<file path="config.mk">
export PLATFORM = sky130hd
export DESIGN_NAME = pinEdgeIrq
export DESIGN_NICKNAME = d
export VERILOG_FILES = /design/src/rtl/pinEdgeIrqPkg.sv /design/src/rtl/pinEdgeIrqCtrl.sv /design/src/rtl/pinEdgeIrqData.sv /design/src/rtl/pinEdgeIrq.sv
export SDC_FILE = /design/constraint.sdc
export NUM_CORES = 1
export LEC_CHECK = 0
export BUFFER_PORTS_ARGS = -buffer_cell sky130_fd_sc_hd__buf_2
export CORE_MARGIN = 1.5
export CORE_UTILIZATION = 52
export CTS_BUF_LIST = sky130_fd_sc_hd__clkbuf_4 sky130_fd_sc_hd__clkbuf_8
export DETAILED_ROUTE_END_ITERATION = 8
export GPL_ROUTABILITY_DRIVEN = 0
export GPL_TIMING_DRIVEN = 0
export PLACE_DENSITY = 0.8
export SLEW_MARGIN = 20
export SYNTH_ARGS = -nofsm -noshare
export SYNTH_HDL_FRONTEND = slang
export SYNTH_SLANG_ARGS = --single-unit
</file>
<file path="constraint.sdc">
create_clock -name clk -period 1.95 [get_ports clk]
set_clock_uncertainty 0.15 [all_clocks]
set_input_delay 0.0975 -clock clk [delete_from_list [all_inputs] [get_ports clk]]
set_output_delay 0.0975 -clock clk [all_outputs]
set_load 0.005 [all_outputs]
</file>
<file path="src/rtl/pinEdgeIrqPkg.sv">
package pinEdgeIrqPkg;

  // Edge trigger selection; code values match the control byte field.
  typedef enum logic [1:0] {
    EDGE_RISE = 2'b00,
    EDGE_FALL = 2'b01,
    EDGE_BOTH = 2'b10,
    EDGE_NONE = 2'b11
  } edgeSel_e;

  // Software-visible configuration held by the control module.
  typedef struct packed {
    edgeSel_e   edgeSel;
    logic [1:0] interval;
  } cfg_t;

  // Strobes from control to datapath.
  typedef struct packed {
    logic sample;
    logic armRise;
    logic armFall;
  } ctrlStb_t;

endpackage

</file>
<file path="src/rtl/pinEdgeIrqCtrl.sv">
module pinEdgeIrqCtrl
  import pinEdgeIrqPkg::*;
#(
  parameter int SHIFT_A  = 2,
  parameter int SHIFT_B  = 3,
  parameter int SHIFT_C  = 4,
  parameter int SLOW_DIV = 4
) (
  input  logic       clk,
  input  logic       rstN,
  input  logic       gearTick,
  input  logic       slowTick,
  input  logic       slowMode,
  input  logic       regWrEn,
  input  logic [3:0] cfgWrData,
  output cfg_t       cfg,
  output ctrlStb_t   stb
);

  localparam int GW = SHIFT_C;
  localparam int SW = (SLOW_DIV > 1) ? $clog2(SLOW_DIV) : 1;

  // Configuration register
  always_ff @(posedge clk or negedge rstN) begin
    if (!rstN)        cfg <= '0;
    else if (regWrEn) cfg <= cfg_t'(cfgWrData);
  end

  // Fast-mode divider: sample when the masked phase bits are all ones
  logic [GW-1:0] gearPhase;
  logic [31:0]   maskWide;
  logic [GW-1:0] gearMask;
  logic          gearHit;
  int unsigned   shiftSel;

  always_comb begin
    case (cfg.interval)
      2'd0:    shiftSel = 0;
      2'd1:    shiftSel = SHIFT_A;
      2'd2:    shiftSel = SHIFT_B;
      default: shiftSel = SHIFT_C;
    endcase
    maskWide = (32'd1 << shiftSel) - 32'd1;
    gearMask = maskWide[GW-1:0];
  end

  always_ff @(posedge clk or negedge rstN) begin
    if (!rstN)         gearPhase <= '0;
    else if (gearTick) gearPhase <= gearPhase + 1'b1;
  end

  assign gearHit = gearTick && ((gearPhase & gearMask) == gearMask);

  // Slow-mode divider
  logic slowHit;
  generate
    if (SLOW_DIV > 1) begin : gSlowDiv
      logic [SW-1:0] slowPhase;
      always_ff @(posedge clk or negedge rstN) begin
        if (!rstN) slowPhase <= '0;
        else if (slowTick) begin
          if (slowPhase == SW'(SLOW_DIV - 1)) slowPhase <= '0;
          else                                slowPhase <= slowPhase + 1'b1;
        end
      end
      assign slowHit = slowTick && (slowPhase == SW'(SLOW_DIV - 1));
    end else begin : gSlowDirect
      assign slowHit = slowTick;
    end
  endgenerate

  always_comb begin
    stb.sample  = slowMode ? slowHit : gearHit;
    stb.armRise = (cfg.edgeSel == EDGE_RISE) || (cfg.edgeSel == EDGE_BOTH);
    stb.armFall = (cfg.edgeSel == EDGE_FALL) || (cfg.edgeSel == EDGE_BOTH);
  end

  // a fast-mode sample needs a gear strobe
  a_r5_fast_needs_gear: assert property (@(posedge clk) disable iff (!rstN)
    (!slowMode && stb.sample) |-> gearTick);
  // interval code 00 samples on every gear strobe
  a_r5_full_rate: assert property (@(posedge clk) disable iff (!rstN)
    (!slowMode && cfg.interval == 2'd0 && gearTick) |-> stb.sample);
  // a slow-mode sample needs a low-frequency strobe
  a_r6_slow_needs_tick: assert property (@(posedge clk) disable iff (!rstN)
    (slowMode && stb.sample) |-> slowTick);
  // configuration changes only on a write
  a_r2_cfg_hold: assert property (@(posedge clk) disable iff (!rstN)
    !regWrEn |=> $stable(cfg));

endmodule

</file>
<file path="src/rtl/pinEdgeIrqData.sv">
module pinEdgeIrqData
  import pinEdgeIrqPkg::*;
#(
  parameter int SYNC_STAGES = 2,
  parameter int FILT_MATCH  = 3
) (
  input  logic     clk,
  input  logic     rstN,
  input  logic     pinIn,
  input  ctrlStb_t stb,
  input  logic     irqClear,
  output logic     irqReq,
  output logic     levelSnap,
  output logic     edgeFire
);

  localparam int RW = (FILT_MATCH > 1) ? $clog2(FILT_MATCH) : 1;
  localparam logic [RW-1:0] RUN_LAST = RW'(FILT_MATCH - 1);

  // Synchronizer chain
  logic [SYNC_STAGES-1:0] syncChain;
  logic syncIn;

  always_ff @(posedge clk or negedge rstN) begin
    if (!rstN) syncChain <= '0;
    else       syncChain <= {syncChain[SYNC_STAGES-2:0], pinIn};
  end
  assign syncIn = syncChain[SYNC_STAGES-1];

  // Noise canceller: count consecutive mismatching samples
  logic          filtLevel;
  logic [RW-1:0] runCnt;
  logic          mismatch;
  logic          flip;

  assign mismatch = (syncIn != filtLevel);
  assign flip     = stb.sample && mismatch && (runCnt == RUN_LAST);

  always_ff @(posedge clk or negedge rstN) begin
    if (!rstN) begin
      filtLevel <= 1'b0;
      runCnt    <= '0;
    end else if (stb.sample) begin
      if (!mismatch || flip) runCnt <= '0;
      else                   runCnt <= runCnt + 1'b1;
      if (flip) filtLevel <= syncIn;
    end
  end

  // Edge detection and request latch (set has priority over clear)
  assign edgeFire = (flip && syncIn && stb.armRise) || (flip && !syncIn && stb.armFall);

  always_ff @(posedge clk or negedge rstN) begin
    if (!rstN) begin
      irqReq    <= 1'b0;
      levelSnap <= 1'b0;
    end else begin
      if (edgeFire)      irqReq <= 1'b1;
      else if (irqClear) irqReq <= 1'b0;
      if (edgeFire)      levelSnap <= syncIn;
    end
  end

  // filter holds between sample strobes
  a_r3_quiet_between_samples: assert property (@(posedge clk) disable iff (!rstN)
    !stb.sample |=> $stable(filtLevel));
  // request is sticky without a clear
  a_r8_hold: assert property (@(posedge clk) disable iff (!rstN)
    (irqReq && !irqClear) |=> irqReq);
  // an edge sets the request even with a clear in the same cycle
  a_r8_set_wins: assert property (@(posedge clk) disable iff (!rstN)
    edgeFire |=> irqReq);
  // a clear without an edge drops the request
  a_r8_clear_drops: assert property (@(posedge clk) disable iff (!rstN)
    (irqClear && !edgeFire) |=> !irqReq);
  // nothing is armed, so no new request
  a_r4_unarmed_quiet: assert property (@(posedge clk) disable iff (!rstN)
    (!irqReq && !stb.armRise && !stb.armFall) |=> !irqReq);
  // snapshot equals the filtered level after a request fires
  a_r7_snap_level: assert property (@(posedge clk) disable iff (!rstN)
    edgeFire |=> (levelSnap == filtLevel));

endmodule

</file>
<file path="src/rtl/pinEdgeIrq.sv">
module pinEdgeIrq
  import pinEdgeIrqPkg::*;
#(
  parameter int SYNC_STAGES = 2,
  parameter int FILT_MATCH  = 3,
  parameter int SHIFT_A     = 2,
  parameter int SHIFT_B     = 3,
  parameter int SHIFT_C     = 4,
  parameter int SLOW_DIV    = 4
) (
  input  logic       clk,
  input  logic       rstN,
  input  logic       pinIn,
  input  logic       gearTick,
  input  logic       slowTick,
  input  logic       slowMode,
  input  logic       regWrEn,
  input  logic [7:0] regWrData,
  output logic [7:0] regRdData,
  input  logic       irqClear,
  output logic       irqReq
);

  cfg_t     cfg;
  ctrlStb_t stb;
  logic     levelSnap;
  logic     edgeFire;

  pinEdgeIrqCtrl #(
    .SHIFT_A (SHIFT_A),
    .SHIFT_B (SHIFT_B),
    .SHIFT_C (SHIFT_C),
    .SLOW_DIV(SLOW_DIV)
  ) uCtrl (
    .clk      (clk),
    .rstN     (rstN),
    .gearTick (gearTick),
    .slowTick (slowTick),
    .slowMode (slowMode),
    .regWrEn  (regWrEn),
    .cfgWrData(regWrData[3:0]),
    .cfg      (cfg),
    .stb      (stb)
  );

  pinEdgeIrqData #(
    .SYNC_STAGES(SYNC_STAGES),
    .FILT_MATCH (FILT_MATCH)
  ) uData (
    .clk      (clk),
    .rstN     (rstN),
    .pinIn    (pinIn),
    .stb      (stb),
    .irqClear (irqClear),
    .irqReq   (irqReq),
    .levelSnap(levelSnap),
    .edgeFire (edgeFire)
  );

  assign regRdData = {3'b000, levelSnap, cfg.edgeSel, cfg.interval};

  // writes to the unimplemented bits never show up
  a_r2_upper_zero: assert property (@(posedge clk) disable iff (!rstN)
    (regWrEn && (regWrData[7:5] != 3'b000)) |=> (regRdData[7:5] == 3'b000));
  // writing bit 4 does not change the snapshot
  a_r2_level_not_written: assert property (@(posedge clk) disable iff (!rstN)
    (regWrEn && !edgeFire && (regWrData[4] != regRdData[4])) |=> $stable(regRdData[4]));

endmodule

</file>
Word-level counts from Yosys, hierarchy flattened

Index checks and enable logic that the tools add are counted.

Add/sub/neg operators: 4
Eq/ne operators: 8
Shift-type cells: 1
Mux-type cells: 6
Bitwise logic cells: 1
Reductions and logical operators: 18

Operators with widths:

| kind                                                | count |
|---|---|
| case mux 3 bit (3 select lines)                     | 1 |
| equality test 2 bit, second input constant          | 4 |
| logical AND 1 bit                                   | 8 |
| adder 2 x 1 -> 2 bit, second input constant         | 2 |
| adder 4 x 1 -> 4 bit, second input constant         | 1 |
| bitwise AND 4 bit                                   | 1 |
| equality test 2 x 1 -> 1 bit, second input constant | 2 |
| equality test 4 bit                                 | 1 |
| logical NOT 2 bit                                   | 2 |
| logical OR 1 bit                                    | 4 |
| two-way mux 2 bit                                   | 2 |
| left shift 1 x 3 -> 4 bit, first input constant     | 1 |
| subtractor 4 x 1 -> 4 bit, second input constant    | 1 |
| two-way mux 1 bit                                   | 3 |
| logical NOT 1 bit                                   | 2 |
| AND reduction 2 bit                                 | 1 |
| nonzero test 2 bit                                  | 1 |
| inequality test 1 bit                               | 1 |

Flip-flop bits (word level): 17
Word-level logic and storage cells: 47

Depth between registers and ports, before layout

Gate-level depths: netlist of run 1.

Word-level depth: 14
Depth in mapped cells: 5
Mapped depth without buffers: 5

Hierarchy

Synthesis of run 1 repeated with hierarchy kept, for this count alone.

Cells, all modules: 71
Area total of the unflattened synthesis: 833.3 sq um

Modules (own cells, without submodules):

| module         | instances | cells each | area each (sq um) | seq. area each (sq um) |
|---|---|---|---|---|
| pinEdgeIrqCtrl | 1         | 38         | 479.2             | 250.2 |
| pinEdgeIrqData | 1         | 28         | 320.3             | 175.2 |
| pinEdgeIrq     | 1         | 5          | 33.8              | 0.0 |

Worst setup path after synthesis of run 1

No wires, ideal clock.

Kind: reg2reg
Start: reg uCtrl.gSlowDiv.slowPhase[0]
End: reg uData.runCnt[0]
Library setup time: 0.127 ns
Arrival time: 1.222 ns
Data required time: 1.673 ns
Slack: 0.451 ns
Stages on the path, launching flop included: 6
Clock period less this slack: 1.499 ns
Cell sequence: dfrtp_1 ha_1 nand3_1 o211ai_2 nand2_2 mux2_1

Word-level cells in the longest chain between the ends: 7

Ends and longest elaborated chain:

| element                        | line                 | text |
|---|---|---|
| from (decl)                    | pinEdgeIrqCtrl.sv:58 | `logic [SW-1:0] slowPhase;` |
| from (signal assigned)         | pinEdgeIrqCtrl.sv:63 | `else slowPhase <= slowPhase + 1'b1;` |
| equality test 2 bit (*)        | pinEdgeIrqCtrl.sv:66 | `assign slowHit = slowTick && (slowPhase == SW'(SLOW_DIV - 1));` |
| logical AND 1 bit (*)          | pinEdgeIrqCtrl.sv:66 |  |
| two-way mux 1 bit (*)          | pinEdgeIrqCtrl.sv:73 | `stb.sample = slowMode ? slowHit : gearHit;` |
| logical AND 1 bit (2 in a row) | pinEdgeIrqData.sv:37 | `assign flip = stb.sample && mismatch && (runCnt == RUN_LAST);` |
| logical OR 1 bit               | pinEdgeIrqData.sv:44 | `if (!mismatch \|\| flip) runCnt <= '0;` |
| two-way mux 2 bit              | pinEdgeIrqData.sv:44 |  |
| to (signal assigned)           | pinEdgeIrqData.sv:45 | `else runCnt <= runCnt + 1'b1;` |
| to (decl)                      | pinEdgeIrqData.sv:32 | `logic [RW-1:0] runCnt;` |

Every way passes the cells marked *; elsewhere a longest branch is shown, timed or not.
A chain may end at the register's enable or synchronous reset.

Final worst setup path of run 1

Start: in regWrEn
End: reg uCtrl.cfg[0] (netlist name)

RTL lines:

| element     | line             | text |
|---|---|---|
| from (decl) | pinEdgeIrq.sv:17 | `input logic regWrEn,` |

No word-level cell between the ends.

==> results of run 1 <==
worst min-delay path by stage:
stage,start,endpoint
floorplan,rstN,uCtrl.cfg[0]
global placement,rstN,uData.runCnt[0]
detailed placement,rstN,uData.runCnt[1]
global route,rstN,uData.levelSnap
CTS,rstN,uData.filtLevel
finish,rstN,uCtrl.cfg[1]
placed cells by master, fill, tap and decap left out, types with 2 or more instances in the layout:
cell type / netlist / routed
nand3_1: 2 / 2
mux2_1: 2 / 2
clkbuf_4: 0 / 3
xor2_1: 2 / 2
dfrtp_1: 17 / 17
o21ai_0: 2 / 2
buf_2: 0 / 17
conb_1: 1 / 3
nor2b_1: 2 / 2
nand2b_1: 2 / 2
mux2_2: 5 / 5
dlygate4sd3_1: 0 / 14
inv_1: 5 / 5
ha_1: 5 / 5
buf_4: 4 / 4
nor2_1: 3 / 3
xnor2_1: 2 / 2
nand2_1: 3 / 3
stage by stage:
step	setup WS [ps]	util	hold WS, ps
after floorplan	451	-	-348
after global placement	382	0.630	-113
after detailed placement	379	0.630	-111
after CTS	25.4	0.748	101
after global routing	228	0.742	131
final	243	0.742	102
power by group through the flow:
stage / clock [µW] / combinational, µW / sequential [µW]
2_1_floorplan: 0 / 260 / 539
5_1_grt: 197 / 409 / 569
3_5_place_dp: 0 / 333 / 560
4_1_cts: 188 / 361 / 554
6_report: 181 / 354 / 551
3_3_place_gp: 0 / 314 / 553
per-layer routing:
layer | routed length, µm | share of wire
met5 | 0 | 0
met4 | 23 | 0.015
met3 | 63 | 0.041
met2 | 789 | 0.51
met1 | 675 | 0.43
worst max-delay path: cells and delay by family:
kind	cells	cell delay, ps
multiplexers	1	350
buffers and inverters	3	1290
sequential cells by signal, indices dropped and copies added (netlist names):
register                  count
uCtrl.cfg                     4
uCtrl.gSlowDiv.slowPhase      2
uCtrl.gearPhase               4
uData.filtLevel               1
uData.irqReq                  1
uData.levelSnap               1
uData.runCnt                  2
uData.syncChain               2
logic make-up after synthesis:
logic type	share of synthesized area
multiplexers	0.124
buffers and inverters	0.0583
AO/OA/AOI/OAI	0.0927
other	0.00448
adder cells (fa/ha/maj)	0.0747
AND/OR/NAND/NOR	0.0957
XOR/XNOR	0.0419
flip-flops	0.508
area by class of cell:
type | count | area share
clock inverter | 1 | 0.00448
buffer | 4 | 0.0269
multi-input combinational | 46 | 0.331
clock buffer | 3 | 0.0202
inverter | 5 | 0.0168
sequential | 17 | 0.381
tap | 16 | 0.0179
timing repair buffer | 31 | 0.202
what timing repair did:
item | in CTS | in global routing
endpoints found under the hold margin | 29 | 1
endpoints found under the setup margin | 0 | 2
hold buffers | 15 | 1
==> impl_metrics.ini, run 1 <==
[worst_setup_path]
path_class = input port to register
worstPathRequired_ps = 1970
critPathLaunchType = input port
slowest_delay_ps = 570
rr_endpoint = uData.runCnt[0]
crit_fanout = 6
r2r_slack_ps = 370
worstPathArrival_ps = 1730
ff2ff_path_depth = 5
cp-endpoint = uCtrl.cfg[0]
worst_setup_path_end_kind = register
worstReg2RegStart = uCtrl.gSlowDiv.slowPhase[0]
cpMaxStageDelayCell = dlygate4sd3_1
crit_start = regWrEn
crit_chain = dlygate4sd3_1 > buf_2 > mux2_2 > dlygate4sd3_1
crit_top_cell = dlygate4sd3_1

[yosys]
synth_cell_types = 28
synth_cells = 70
async_flop_share = 1.00
ys_top_cells_by_area = dfrtp_1 (51%), ha_1 (7.5%), mux2_2 (6.7%)
synthTopCellsByCount = dfrtp_1 (17), ha_1 (5), inv_1 (5), mux2_2 (5), buf_4 (4)
synthMostInstantiatedCell = dfrtp_1
dominantRegCellSynth = dfrtp_1
synth_top_area_cell = dfrtp_1
synth_seq_area_share = 0.508
syn_area_per_cell_um2 = 12.0
synth_top_cell_area_share = 0.508
synth_edf_count = 0
synth_seq_cells = 17
ys.warnings.count = 0
synth_area_um2 = 837

[run]
maxCapViolCount = 0

[power_and_ir_drop]
p_total_uw = 1090
p_clk_frac = 0.167
ir_worst_vdd_mv = 0.798
comb_power_share = 0.326
power_density_nw_per_um2 = 972
power_switching_uw = 343
power.leakage_uw = 0.000542
p_int_uw = 742
p_seq_frac = 0.507
netSwitchingFraction = 0.316

[floorplanning]
initial_core_util = 0.556
die_width_um = 43.1
core_area_um2 = 1510
die-height_um = 43.1
rows = 14
dieArea_um2 = 1860
ios = 25

[layout]
nFillCells = 106
layout-drive-gt1-share = 0.336
final_area_um2 = 1120
syn2layout_area_growth_pct = 33.5
multi_input_area_um2 = 370
seqCellArea_um2 = 425
stdcell_count = 123
diodes = 0
nets = 129

[cts]
htreeDepth = 1
clock_path_buffers = 2
post_cts_resized = 0
postCtsSetupRepairBufs = 0
cts_sinks = 17
cts_tree = yes
cts_made_buffers = 3
cts.clk_slew.worst_paths_ps = 100
clockRootBuffer = clkbuf_4
clock_latency_ps = 290

[sta]
hold_violations = 0
fin_setup_tns_ps = 0
finalMaxSlewViolations = 0
finalCritPeriodShare = 0.876
period_needed_ps = 1710
timing.fmax_mhz = 586
rsz0062_at_grt = no
setup_violations = 0

[global_routing]
use_met3 = 0.0255
antenna_found_initial = 0
grt-ovfl-total = 0
grt_start_max_net_pins = 18
top_usage_layer = met2
grt_pass1_wl_um = 2570
grt_util_all_layers = 0.190
use_met1 = 0.229
met2_usage = 0.328
grt_pass1_vias = 589

[placed_design]
placed_area_um2 = 950
io_buffers = 17
dp.cells = 105

[route]
via_per_inst = 5.11
drc = 0
first_pass_iters = 4
drt-total-wl_um = 1550
route.vias.total = 629
ant_nets = 0
wire_per_inst_um = 12.6
drt-initial-drc-count = 12

[worst_hold_path]
hp-class = input port to async pin

[run_status]
status = finished, final reports clean
Power figures use the tool's default switching activity.
==> run 2, diff against run 1 <==
- SYNTH_HIERARCHICAL: not set -> 1
==> impl_metrics.ini, run 2 <==
[route]
route.vias.total = 628
drt-initial-drc-count = 9
drc = 0
wire_per_inst_um = 12.6
drt-total-wl_um = 1570
ant_nets = 0
via_per_inst = 5.02
first_pass_iters = 4

[cts]
postCtsSetupRepairBufs = 0
clock_path_buffers = 2
clockRootBuffer = clkbuf_4
cts_made_buffers = 3
post_cts_resized = 0
cts.clk_slew.worst_paths_ps = 100
cts_sinks = 17
cts_tree = yes
htreeDepth = 1
clock_latency_ps = 280

[yosys]
synth_top_cell_area_share = 0.511
synth_top_family_by_area = simple AND/OR/NAND/NOR gates
synth_seq_cells = 17
synth-xor-area-share = 0.0420
synth_edf_count = 0
synth_cell_types = 27
synth_cells = 71
dominantRegCellSynth = dfrtp_1
synthMuxAreaShare = 0.0841
synth_compound_area_frac = 0.110
syn_area_per_cell_um2 = 11.7
async_flop_share = 1.00
ys_top_cells_by_area = dfrtp_1 (51%), ha_1 (7.5%), mux2_2 (5.4%)
synthTopCellsByCount = dfrtp_1 (17), ha_1 (5), inv_1 (5), nand2_1 (5), nand2b_1 (5)
synth_fa_ha_area_frac = 0.0751
synthMostInstantiatedCell = dfrtp_1
synth_top_area_cell = dfrtp_1
ys.warnings.count = 6
synth_seq_area_share = 0.511
yosys.area_share.simple = 0.116
synth_area_um2 = 833

[sta]
hold_violations = 0
timing.fmax_mhz = 562
finalMaxSlewViolations = 0
finalCritPeriodShare = 0.913
rsz0062_at_grt = no
period_needed_ps = 1780
setup_violations = 0
fin_setup_tns_ps = 0

[power_and_ir_drop]
p_total_uw = 1090
p_int_uw = 748
power_switching_uw = 338
p_seq_frac = 0.502
comb_power_share = 0.313
power_density_nw_per_um2 = 964
p_clk_frac = 0.184
ir_worst_vdd_mv = 0.825
power.leakage_uw = 0.000545
netSwitchingFraction = 0.311

[worst_setup_path]
slowest_delay_ps = 440
cpLargestDelayFamily = compound AO/OA/AOI/OAI gates
cp-endpoint = uData/filtLevel
worst_setup_path_end_kind = register
worstSetupPathDepth = 5
worstPathArrival_ps = 1810
path_class = register to register
worstPathRequired_ps = 1980
rr_endpoint = uData/filtLevel
cp.buffers_inverters = 0
cpMaxStageDelayCell = dfrtp_1
crit_start = uCtrl/cfg[0]
critPathLaunchType = register
crit_chain = o2bb2ai_2 > nand2_1 > o31ai_2 > nand2_2 > mux2_4
crit_fanout = 6
ff2ff_path_depth = 5
r2r_slack_ps = 170
worstReg2RegStart = uCtrl/cfg[0]

[layout]
nFillCells = 104
layout-drive-gt1-share = 0.321
syn2layout_area_growth_pct = 35.1
final_cell_mix = buf_2 (17), dfrtp_1 (17), dlygate4sd3_1 (15)
seqCellArea_um2 = 425
diodes = 0
top_regs = uCtrl/cfg (4), uCtrl/gearPhase (4)
nets = 131
multi_input_area_um2 = 367
stdcell_count = 125

[floorplanning]
dieArea_um2 = 1850
die_width_um = 43.0
core_area_um2 = 1510
ios = 25
die-height_um = 43.0
rows = 14
initial_core_util = 0.553

[global_routing]
grt_pass1_wl_um = 2720
antenna_found_initial = 0
grt-ovfl-total = 0
grt_start_max_net_pins = 18
grt_pass1_vias = 652
grt_util_all_layers = 0.199

[worst_hold_path]
hp-class = input port to register

[run]
maxCapViolCount = 0

[placed_design]
dp.cells = 106
dpl.hpwl_um = 998
io_buffers = 17

[run_status]
status = finished, final reports clean
-- run 2: routing by layer --
metal  vias up  GRT usage  share of wire
met4         0     0.0545              0
met2        15      0.361           0.53
met5         -          0              0
met1       302      0.237           0.44
li1        311          -              -
met3         0     0.0383          0.032
-- run 2: cell families after synthesis --
group                    Yosys count
other                              1
multiplexers                       6
flip-flops                        17
AND/OR/NAND/NOR                   17
adder cells (fa/ha/maj)            5
XOR/XNOR                           4
AO/OA/AOI/OAI                     12
buffers and inverters              9
-- run 2: cell type report --
cell class / count / area share
multi-input combinational: 47 / 0.326
clock buffer: 4 / 0.0267
tap: 16 / 0.0178
inverter: 5 / 0.0167
timing repair buffer: 32 / 0.209
sequential: 17 / 0.378
buffer: 4 / 0.0267
-- run 2: how the worst min path moves through the flow --
stage              from                     endpoint  cells past startpoint
6_report       slowMode              uData/runCnt[0]                      4
5_1_grt        slowMode              uData/runCnt[0]                      4
4_1_cts        slowMode              uData/runCnt[0]                      4
3_5_place_dp       rstN              uData/runCnt[0]                      1
3_3_place_gp       rstN  uCtrl/gSlowDiv.slowPhase[0]                      1
2_1_floorplan      rstN                 uCtrl/cfg[0]                      0
-- run 2: through the flow --
| step | setup slack, ps | hold slack, ps | cell area, µm² | utilization |
|---|---|---|---|---|
| after CTS | 36.0 | 39.8 | 1130 | 0.748 |
| after global routing | 73.5 | 46.1 | 1130 | 0.748 |
| after detailed placement | 173 | -115 | 946 | 0.628 |
| final | 169 | 44.9 | 1130 | 0.748 |
| after global placement | 255 | -115 | 946 | 0.628 |
| after floorplan | 339 | -348 | 841 | - |
-- run 2: power groups by stage --
stage          combinational (µW)  clock (µW)  sequential (µW)
2_1_floorplan                 239           0              531
3_3_place_gp                  287           0              544
3_5_place_dp                  308           0              552
5_1_grt                       376         221              561
6_report                      340         200              545
4_1_cts                       337         201              544
-- run 2: timing repair --
item | 4_1_cts | 5_1_grt
hold buffers | 15 | 1
endpoints found under the setup margin | 0 | 1
hold endpoints to repair | 28 | 1
-- run 2: worst min-delay path, delay by kind of cell --
family / cells / cell delay (ps)
AOI/OAI and AO/OA: 2 / 170
and+or+nand+nor: 1 / 80
buffers and inverters: 1 / 100
==> run 3, diff against run 2 <==
- BUFFER_PORTS_ARGS: -buffer_cell sky130_fd_sc_hd__buf_2 -> -buffer_cell sky130_fd_sc_hd__buf_4
==> impl_metrics.ini, run 3 (same netlist as run 2, synthesis figures left out) <==
[run_status]
status = finished, final reports clean

[global_routing]
antenna_found_initial = 0
grt-ovfl-total = 0
grt_start_max_net_pins = 18
grt_pass1_vias = 647
grt_util_all_layers = 0.228
grt_pass1_wl_um = 2950

[worst_setup_path]
crit_chain = o2bb2ai_2 > nand2_1 > o31ai_2 > nand2_2 > mux2_4
cpMaxStageDelayCell = dfrtp_1
slowest_delay_ps = 450
worst_setup_path_end_kind = register
worstPathRequired_ps = 1990
worstPathArrival_ps = 1860
cpLargestDelayFamily = compound AO/OA/AOI/OAI gates
crit_fanout = 6
cp.buffers_inverters = 0
critPathLaunchType = register
path_class = register to register

[route]
drt-initial-drc-count = 15
drc = 0
via_per_inst = 5.22
first_pass_iters = 4
ant_nets = 0
wire_per_inst_um = 14.7
drt-total-wl_um = 1830
route.vias.total = 652

[floorplanning]
rows = 14
die_width_um = 43.0
core_area_um2 = 1510
die-height_um = 43.0
initial_core_util = 0.553
ios = 25
dieArea_um2 = 1850

[power_and_ir_drop]
power_density_nw_per_um2 = 970
p_seq_frac = 0.493
comb_power_share = 0.320
netSwitchingFraction = 0.331
p_clk_frac = 0.188
p_int_uw = 760
ir_worst_vdd_mv = 0.858
power_switching_uw = 376
power.leakage_uw = 0.000569

[sta]
hold_violations = 0
rsz0062_at_grt = no
setup_violations = 0
period_needed_ps = 1820
timing.fmax_mhz = 549
finalCritPeriodShare = 0.934
fin_setup_tns_ps = 0
finalMaxSlewViolations = 0

[cts]
clock_path_buffers = 2
clockRootBuffer = clkbuf_4
cts_made_buffers = 3
htreeDepth = 1
clock_latency_ps = 290
cts_tree = yes
cts.clk_slew.worst_paths_ps = 100
cts_sinks = 17

[layout]
final_area_um2 = 1170
top_regs = uCtrl/cfg (4), uCtrl/gearPhase (4)
layout-drive-gt1-share = 0.321
layout_commonest_cell = buf_4
final_cell_mix = buf_4 (21), dfrtp_1 (17), dlygate4sd3_1 (14)
nets = 131
nFillCells = 103
seqCellArea_um2 = 425
diodes = 0
multi_input_area_um2 = 367
syn2layout_area_growth_pct = 40.5

[worst_hold_path]
hp-class = input port to register

[placed_design]
placed_area_um2 = 988
io_buffers = 17
dpl.hpwl_um = 975

[run]
maxCapViolCount = 0
==> run 3: timing repair <==
action	in CTS	in global routing
endpoints found under the hold margin	29	1
setup buffers	0	0
setup endpoints to repair	0	2
resized for setup	0	1
hold buffers	15	1
==> run 3: per-layer routing <==
layer / track usage / vias up / share of wire
li1: - / 309 / -
met1: 0.271 / 326 / 0.41
met2: 0.406 / 13 / 0.55
met3: 0.0383 / 4 / 0.025
met4: 0.0909 / 0 / 0.015
met5: 0 / - / 0
==> run 3: per-stage QoR <==
| stage | hold WS (ps) | std cells | utilization | total power [µW] | worst slack, ps |
|---|---|---|---|---|---|
| floorplan | -348 | 73 | - | 771 | 339 |
| global placement | -179 | 106 | 0.656 | 843 | 249 |
| detailed placement | -178 | 106 | 0.656 | 866 | 203 |
| CTS | 18.2 | 125 | 0.776 | 1100 | 33.8 |
| global route | 43.6 | 125 | 0.777 | 1200 | 42.4 |
| finish | 16.7 | 125 | 0.777 | 1140 | 128 |
==> run 3: area by class of cell <==
class | instances | area share
clock buffers | 4 | 0.0256
well taps | 16 | 0.0171
multi-input cells | 47 | 0.313
flip-flops and latches | 17 | 0.363
inverters | 5 | 0.0160
plain buffers | 4 | 0.0256
repair buffers | 32 | 0.239
==> run 3: power by group through the flow <==
| stage | Combinational (µW) | Clock, µW | Sequential [µW] |
|---|---|---|---|
| finish | 363 | 213 | 560 |
| global route | 404 | 226 | 569 |
| CTS | 345 | 208 | 544 |
| detailed placement | 314 | 0 | 552 |
| global placement | 299 | 0 | 545 |
| floorplan | 239 | 0 | 531 |
==> run 3: worst paths after layout <==
path                       slack, ps  cells after the start                from                          end
setup / recovery                 130                      5        uCtrl/cfg[0]              uData/filtLevel
hold / removal                    20                      4            slowMode              uData/runCnt[0]
setup reg to reg                 130                      5        uCtrl/cfg[0]              uData/filtLevel
hold reg to reg                  210                      0  uData/syncChain[0]           uData/syncChain[1]
max in group asynchronous       1430                      2                rstN           uCtrl/gearPhase[0]
min in group asynchronous         40                      2                rstN  uCtrl/gSlowDiv.slowPhase[0]
==> run 3: worst reg2reg max path: cells and delay by family (launching register included) <==
| kind | cells | cell delay [ps] |
|---|---|---|
| multiplexers | 1 | 310 |
| AND/OR/NAND/NOR | 2 | 240 |
| flip-flops | 1 | 450 |
| AO/OA/AOI/OAI | 2 | 570 |
